[src/rtl/gp_pkg.sv]
package gp_pkg;

  typedef enum logic [2:0] {
    ST_IDLE,
    ST_INIT,
    ST_SETI,
    ST_READJ,
    ST_READI,
    ST_RESTI,
    ST_DONE
  } gpState_e;

  // Strobes from control to the compare datapath
  typedef struct packed {
    logic clearFail;
    logic readStrobe;
    logic expBit;
    logic phase;
  } gpStrobe_t;

endpackage

[src/rtl/gp_ctrl.sv]
module gp_ctrl
  import gp_pkg::*;
#(
  parameter int DEPTH = 16,
  parameter int AW    = $clog2(DEPTH)
) (
  input  logic          clk,
  input  logic          rstN,
  input  logic          start,
  output logic          memEn,
  output logic          memWe,
  output logic [AW-1:0] memAddr,
  output logic          memWdata,
  output logic          busy,
  output logic          done,
  output gpStrobe_t     strobe
);

  localparam int CW = AW + 1;
  localparam logic [CW-1:0] LAST = CW'(DEPTH - 1);

  gpState_e      state;
  logic [CW-1:0] aCnt, iCnt, jCnt;
  logic          phase;
  logic [CW-1:0] jStep, jSkip, jFirst;
  logic          launch;

  assign launch = ((state == ST_IDLE) || (state == ST_DONE)) && start;

  // next other-cell index, stepping over the test cell
  always_comb begin
    jStep  = jCnt + 1'b1;
    jSkip  = (jStep == iCnt) ? jStep + 1'b1 : jStep;
    jFirst = (iCnt == '0) ? CW'(1) : '0;
  end

  always_ff @(posedge clk) begin
    if (!rstN) begin
      state <= ST_IDLE;
      aCnt  <= '0;
      iCnt  <= '0;
      jCnt  <= '0;
      phase <= 1'b0;
    end else begin
      unique case (state)
        ST_IDLE, ST_DONE: begin
          if (start) begin
            state <= ST_INIT;
            phase <= 1'b0;
            aCnt  <= '0;
          end
        end
        ST_INIT: begin
          if (aCnt == LAST) begin
            state <= ST_SETI;
            iCnt  <= '0;
          end else begin
            aCnt <= aCnt + 1'b1;
          end
        end
        ST_SETI: begin
          jCnt  <= jFirst;
          state <= ST_READJ;
        end
        ST_READJ: state <= ST_READI;
        ST_READI: begin
          if (jSkip > LAST) begin
            state <= ST_RESTI;
          end else begin
            jCnt  <= jSkip;
            state <= ST_READJ;
          end
        end
        ST_RESTI: begin
          if (iCnt == LAST) begin
            if (!phase) begin
              phase <= 1'b1;
              aCnt  <= '0;
              state <= ST_INIT;
            end else begin
              state <= ST_DONE;
            end
          end else begin
            iCnt  <= iCnt + 1'b1;
            state <= ST_SETI;
          end
        end
        default: state <= ST_IDLE;
      endcase
    end
  end

  always_comb begin
    busy     = (state != ST_IDLE) && (state != ST_DONE);
    done     = (state == ST_DONE);
    memEn    = busy;
    memWe    = (state == ST_INIT) || (state == ST_SETI) || (state == ST_RESTI);
    unique case (state)
      ST_INIT:  memAddr = aCnt[AW-1:0];
      ST_READJ: memAddr = jCnt[AW-1:0];
      default:  memAddr = iCnt[AW-1:0];
    endcase
    memWdata          = (state == ST_SETI) ? ~phase : phase;
    strobe.clearFail  = launch;
    strobe.readStrobe = (state == ST_READJ) || (state == ST_READI);
    strobe.expBit     = (state == ST_READI) ? ~phase : phase;
    strobe.phase      = phase;
  end

  // the other-cell loop never lands on the test cell
  a_r3_skip_test_cell: assert property (@(posedge clk) disable iff (!rstN)
    (state == ST_READJ) |-> (jCnt != iCnt));

  // each other-cell read is followed by a read of the test cell
  a_r3_test_read_follows: assert property (@(posedge clk) disable iff (!rstN)
    (memEn && !memWe && state == ST_READJ) |=>
      (memEn && !memWe && memAddr == iCnt[AW-1:0]));

  // the fill walks addresses upward by one
  a_r2_fill_ascending: assert property (@(posedge clk) disable iff (!rstN)
    (state == ST_INIT && $past(state) == ST_INIT) |->
      (memAddr == AW'($past(memAddr) + 1'b1)));

  // finished engine is quiet
  a_r9_done_quiet: assert property (@(posedge clk) disable iff (!rstN)
    done |-> (!busy && !memEn));

endmodule

[src/rtl/gp_dpath.sv]
module gp_dpath
  import gp_pkg::*;
#(
  parameter int AW = 4
) (
  input  logic          clk,
  input  logic          rstN,
  input  gpStrobe_t     strobe,
  input  logic [AW-1:0] memAddr,
  input  logic          memRdata,
  output logic          fail,
  output logic [AW-1:0] failAddr,
  output logic          failPhase
);

  logic          chkValid, chkExp, chkPhase;
  logic [AW-1:0] chkAddr;
  logic          mismatch;

  always_ff @(posedge clk) begin
    if (!rstN) begin
      chkValid <= 1'b0;
      chkExp   <= 1'b0;
      chkPhase <= 1'b0;
      chkAddr  <= '0;
    end else begin
      chkValid <= strobe.readStrobe;
      chkExp   <= strobe.expBit;
      chkPhase <= strobe.phase;
      chkAddr  <= memAddr;
    end
  end

  assign mismatch = chkValid && (memRdata != chkExp);

  always_ff @(posedge clk) begin
    if (!rstN) begin
      fail      <= 1'b0;
      failAddr  <= '0;
      failPhase <= 1'b0;
    end else if (strobe.clearFail) begin
      fail      <= 1'b0;
      failAddr  <= '0;
      failPhase <= 1'b0;
    end else if (mismatch && !fail) begin
      fail      <= 1'b1;
      failAddr  <= chkAddr;
      failPhase <= chkPhase;
    end
  end

  // the flag holds until a new run
  a_r7_fail_sticky: assert property (@(posedge clk) disable iff (!rstN)
    (fail && !strobe.clearFail) |=> fail);

  // first failure record is not overwritten
  a_r7_first_kept: assert property (@(posedge clk) disable iff (!rstN)
    (fail && !strobe.clearFail) |=> ($stable(failAddr) && $stable(failPhase)));

  // a failure is raised only by a compare issued the cycle before
  a_r6_fail_from_read: assert property (@(posedge clk) disable iff (!rstN)
    $rose(fail) |-> $past(chkValid));

endmodule

[src/rtl/gallop_tester.sv]
module gallop_tester
  import gp_pkg::*;
#(
  parameter int DEPTH = 16,
  localparam int AW = $clog2(DEPTH)
) (
  input  logic          clk,
  input  logic          rstN,
  input  logic          start,
  output logic          memEn,
  output logic          memWe,
  output logic [AW-1:0] memAddr,
  output logic          memWdata,
  input  logic          memRdata,
  output logic          busy,
  output logic          done,
  output logic          fail,
  output logic [AW-1:0] failAddr,
  output logic          failPhase
);

  gpStrobe_t strobe;

  gp_ctrl #(.DEPTH(DEPTH), .AW(AW)) uCtrl (
    .clk      (clk),
    .rstN     (rstN),
    .start    (start),
    .memEn    (memEn),
    .memWe    (memWe),
    .memAddr  (memAddr),
    .memWdata (memWdata),
    .busy     (busy),
    .done     (done),
    .strobe   (strobe)
  );

  gp_dpath #(.AW(AW)) uDpath (
    .clk       (clk),
    .rstN      (rstN),
    .strobe    (strobe),
    .memAddr   (memAddr),
    .memRdata  (memRdata),
    .fail      (fail),
    .failAddr  (failAddr),
    .failPhase (failPhase)
  );

  // nothing touches the RAM outside a run
  a_r1_idle_no_access: assert property (@(posedge clk) disable iff (!rstN)
    !busy |-> !memEn);

endmodule

[config.mk]
export PLATFORM = sky130hd
export DESIGN_NAME = gallop_tester
export DESIGN_NICKNAME = d
export VERILOG_FILES = /design/src/rtl/gp_pkg.sv /design/src/rtl/gp_ctrl.sv /design/src/rtl/gp_dpath.sv /design/src/rtl/gallop_tester.sv
export SDC_FILE = /design/constraint.sdc
export NUM_CORES = 1
export LEC_CHECK = 0
export BUFFER_PORTS_ARGS = -buffer_cell sky130_fd_sc_hd__buf_2
export CORE_MARGIN = 5
export CORE_UTILIZATION = 25
export DETAILED_ROUTE_END_ITERATION = 12
export GPL_ROUTABILITY_DRIVEN = 0
export MAX_ROUTING_LAYER = met4
export PLACE_DENSITY = 0.53
export SYNTH_ARGS = -nofsm -noshare
export SYNTH_HDL_FRONTEND = slang
export SYNTH_SLANG_ARGS = --single-unit
export TNS_END_PERCENT = 5
[constraint.sdc]
create_clock -name clk -period 2.63 [get_ports clk]
set_input_delay 0.263 -clock clk [delete_from_list [all_inputs] [get_ports clk]]
set_output_delay 0.263 -clock clk [all_outputs]
set_load 0.005 [all_outputs]
==> After elaboration in Yosys (flattened, before gate mapping) <==
Cells that the tools add are included.
{ "totals": {"regBits": 32, "inputBits": 4, "output_inout_bits": 15, "wordCells": 84} }
{ "op_classes": {"add_sub_neg": 4, "order_cmp": 1, "eq_ne": 18, "mux": 24, "bitwise": 2, "reduce_logical": 23} }
{ "op_table": {"columns": ["op", "count"], "rows": [
  ["$mux 5", 8],
  ["$add 5x1->5 const B", 4],
  ["$pmux 5 s2", 2],
  ["$pmux 3 s6", 1],
  ["$mux 3", 5],
  ["$pmux 5 s3", 1],
  ["$eq 5x4->1 const B", 2],
  ["$ne 2x2->1 const B", 5],
  ["$eq 3x3->1 const B", 3],
  ["$pmux 4 s2", 1],
  ["$eq 3x2->1 const B", 2],
  ["$reduce_and 3->1", 2],
  ["$reduce_bool 2->1", 3],
  ["$reduce_bool 3->1", 2],
  ["$eq 5x5->1", 1],
  ["$gt 5x4->1 const B", 1],
  ["$logic_not 5->1", 1],
  ["$mux 1", 5],
  ["$reduce_and 5->1", 1],
  ["$logic_and 1x1->1", 4],
  ["$logic_or 1x1->1", 4],
  ["$ne 2x1->1 const B", 2],
  ["$reduce_and 2->1", 2],
  ["$reduce_or 2->1", 2],
  ["7 further kinds", 8]
]} }

==> Logic depth before layout (Yosys ltp) <==
{ "depth": {"depth_word": 6, "depth_mapped": 9} }

==> Cells and area by module <==
Synthesis repeated with hierarchy kept, for this count alone.
{ "unflattened": {"hier_cells": 234, "hier_area_um2": 1961.9} }
{ "modules_own_cells": {"columns": ["mod", "n_inst", "cells_per_inst", "area_per_inst_um2"], "rows": [
  ["gp_ctrl", 1, 192, 1514.0],
  ["gp_dpath", 1, 42, 447.9]
]} }

==> Worst setup path after synthesis <==
Ideal clock, no wire load.
{ "synth_path": {"path_type": "register to register", "start": "register uCtrl.jCnt[0]", "end": "register uCtrl.jCnt[3]", "arrival_ps": 2425, "required_ps": 2556, "path_slack_ps": 131, "stages_incl_launch_ff": 10, "synth_period_minus_slack_ps": 2499, "cell_sequence": "dfxtp_1 -> buf_4 -> inv_1 -> ha_1 -> xnor2_1 -> nor3_2 -> or3b_1 -> o41a_1 -> or4_1 -> a31oi_1"} }
{ "synth_via": {"elab_chain_len": 6} }
{ "synth_rtl": {"columns": ["item", "line", "rtl"], "rows": [
  ["from (decl)", "gp_ctrl.sv:23", "logic [CW-1:0] aCnt, iCnt, jCnt;"],
  ["from (signal assigned)", "gp_ctrl.sv:62", "jCnt <= jFirst;"],
  ["from (signal assigned)", "gp_ctrl.sv:70", "jCnt <= jSkip;"],
  ["$add 5x1->5 *", "gp_ctrl.sv:32", "jStep = jCnt + 1'b1;"],
  ["$add 5x1->5 / $eq 5x5->1 (equally long branches)", "gp_ctrl.sv:33", "jSkip = (jStep == iCnt) ? jStep + 1'b1 : jStep;"],
  ["$mux 5 *", "gp_ctrl.sv:33", null],
  ["$gt 5x4->1", "gp_ctrl.sv:67", "if (jSkip > LAST) begin"],
  ["$ne 2x2->1 (no line)", null, null],
  ["$reduce_and 2->1 (no line)", null, null]
]} }
Every way passes the cells marked *; elsewhere a longest branch is shown, timed or not. The select of a mux whose other input is x is not followed.
A chain may end at the register's enable or synchronous reset.

==> Final worst setup path <==
{ "layout_path": {"start": "register uCtrl.jCnt[1]", "end": "register uCtrl.jCnt[3]"} }
Same word-level chain as after synthesis.

==> results.cfg <==
[sta]
layout_setup_ws_ns = 0.1126
min_period_ns = 2.517
finalSetupTns_ns = 0
finalMaxSlewViolations = 0
setup_violations = 0
slew_headroom = 0.5611
hold_viol_final = 0
skew_ns = 0.004760
max_slew.worst_pin.slew_ns = 0.6574
fmax_ghz = 0.3972
hold_slack_ns = 0.3365
min_period_over_period = 0.9572

[synth]
async_flop_share = 0
ys.flop_type = dfxtp_1
syn_area_um2 = 1836
avgSynthCellArea_um2 = 8.498
synth.distinct_cells = 49
postSynthCellCount = 216
synth_edf_count = 0
yosysWarnings = 0
yosysTopAreaCell = dfxtp_1
ys_seq_area_frac = 0.3490
synth_seq_cells = 32
synth_nets = 227
synth_area_leaders = dfxtp_1, mux2i_1, nor2_1
synth_top_area_share = 0.3490

[placed_design]
place_ws_ns = 0.07589
dp_hpwl_um = 3348
dp_cells = 324
portBuffers = 18

[power_and_ir_drop]
sequentialPowerShare = 0.464
cellPowerDensity_nw_per_um2 = 521.5
p_comb_frac = 0.109
clkPwrFrac = 0.427
switching_share = 0.2550
ir_worst_vdd_v = 0.0002038
switching_power_uw = 281.9
intPower_uw = 823.5
total_leakage_power_uw = 0.0007982

[drt]
vias = 1522
wirelength_um = 4522
drc = 0
first_pass_iters = 4
detail-route-antenna-nets = 0
drt_iter0_drc = 83
avgViaCountPerCell = 4.584
wl_per_cell_um = 13.62

[floorplan]
fp.dieW_um = 95.69
rows = 31
die-area_um2 = 9156
ioPinCount = 19
die_h_um = 95.69
initial_core_util = 0.2544
coreArea_um2 = 7214

[clocking]
cts_max_level = 2
clk_path_buf_depth = 2
clock-sinks = 32
ctsResizeCount = 0
clockRootBuffer = clkbuf_8
cts_tree = built
cts_made_buffers = 5
clk-insertion-delay-late_ns = 0.29
hold_buffers = 0
cts_setup_buffers = 0
clk_pin_slew_worst_paths_ns = 0.07

[global_route]
grt_max_degree = 19
grt_pass1_wl_um = 7514
grt_pass1_vias = 1484
grt_use_total = 0.1121
grt-ovfl-total = 0
antenna_found_initial = 0

[finish]
nets = 243
diodes = 0
synthToLayoutAreaGrowth_pct = 15.47
instances_no_fill = 332
drive_gt1_frac = 0.1545

[setup_path]
crit_path_max_fanout = 5
crit_required_ns = 2.84
endpoint_kind = flop
criticalPathCategory = reg2reg
worstSetupStartpointType = flop
cp.arrival_ns = 2.73

[run_status]
status = completed

[worst_hold_path]
hold_class = in2reg

[run]
drv_cap = 0
power groups by stage:
stage                     clock [uW]  sequential, uW  combinational, uW
after floorplan                    0             508                100
after global placement             0             524                117
after detailed placement           0             523                118
after CTS                        484             512                118
after global routing             517             515                136
final                            472             513                120
per-stage QoR:
step	total power (uW)	instance area, um^2	utilization
floorplan	607.8	1836	-
global placement	640.3	1994	0.2764
detailed placement	640.9	1994	0.2764
CTS	1114	2102	0.2914
global route	1168	2120	0.2938
finish	1105	2120	0.2938
worst max-delay path, cell delays in order (launching register included):
cell	delay, ns
dfxtp_1	0.46
ha_2	0.29
xor3_1	0.24
nor3_2	0.14
or3b_4	0.42
o41a_1	0.34
or4_1	0.40
a31oi_1	0.17
cell families (layout without fill, tap and decap cells):
logic type                 count (synthesis)  in the layout  share of synthesized area
buffers and inverters                     23             40                    0.06680
adders and majority gates                  7              7                    0.04771
AOI/OAI and AO/OA                         37             37                     0.1302
xor gates and xnor gates                  17             17                     0.1009
DFF                                       32             32                     0.3490
muxes                                     12             12                    0.06544
and+or+nand+nor                           88             88                     0.2399
cells in the final DEF, fill, tap and decap left out, types with 3 or more instances in the layout:
| cell | n |
|---|---|
| nand3_1 | 8 |
| mux2i_1 | 12 |
| nor2_1 | 31 |
| a31oi_1 | 5 |
| nor2b_1 | 3 |
| buf_2 | 18 |
| ha_1 | 5 |
| buf_4 | 4 |
| nand4_1 | 3 |
| xnor2_1 | 8 |
| and2_1 | 4 |
| clkbuf_8 | 5 |
| inv_1 | 10 |
| o21ai_0 | 11 |
| nand2_1 | 17 |
| dfxtp_1 | 32 |
| a21oi_1 | 7 |
| xor2_1 | 6 |
| and3_1 | 3 |
| nor3_1 | 3 |
synth_stat cells, drive strengths merged (2+ instances only):
library cell  count
a21oi             7
ha                7
or4               2
a21o              2
nand3             8
xnor2             9
nor4              2
xor2              6
a221oi            2
inv              10
a31oi             5
nand4             3
mux2i            12
o41ai             2
nand2            17
o21ai            11
nor3              4
nand2b            3
and3              3
and2              4
buf               6
nor2b             3
clkbuf            7
nor2             31
dfxtp            32
registers in the layout, summed over array words and instances, names as in the netlist, 3 cells and up:
| signal | flops |
|---|---|
| uDpath.failAddr | 4 |
| uCtrl.state | 3 |
| uCtrl.aCnt | 5 |
| uCtrl.jCnt | 5 |
| uDpath.chkAddr | 4 |
| uCtrl.iCnt | 5 |
path summary, 6_finish.rpt:
path                                                    from  slack (ns)                               to  cells past startpoint
worst max-delay path              uCtrl.jCnt[1]$_SDFFE_PN0P_        0.11       uCtrl.jCnt[3]$_SDFFE_PN0P_                      7
worst min register to register  uDpath.chkAddr[3]$_SDFF_PN0_        0.47  uDpath.failAddr[3]$_SDFFE_PP0P_                      2
worst max register to register    uCtrl.jCnt[1]$_SDFFE_PN0P_        0.11       uCtrl.jCnt[3]$_SDFFE_PN0P_                      7
worst min-delay path                                    rstN        0.34      uCtrl.state[1]$_SDFFE_PN0P_                      3
area by class of cell:
| class | instances | area, um^2 |
|---|---|---|
| Clock buffer | 6 | 72.57 |
| Clock inverter | 2 | 35.03 |
| Fill cell | 802 | 5095 |
| Inverter | 10 | 37.54 |
| Multi-Input combinational cell | 161 | 1090 |
| Sequential cell | 32 | 640.6 |
| Tap cell | 99 | 123.9 |
| Timing Repair Buffer | 22 | 120.1 |
metal layers:
layer,share of wire,vias to the layer above,GRT usage
met2,0.44,36,0.1552
met4,0.017,0,0.04384
met3,0.058,5,0.03788
li1,-,779,-
met5,0,-,-
met1,0.49,702,0.1490
(Power assumes the default switching activity.)
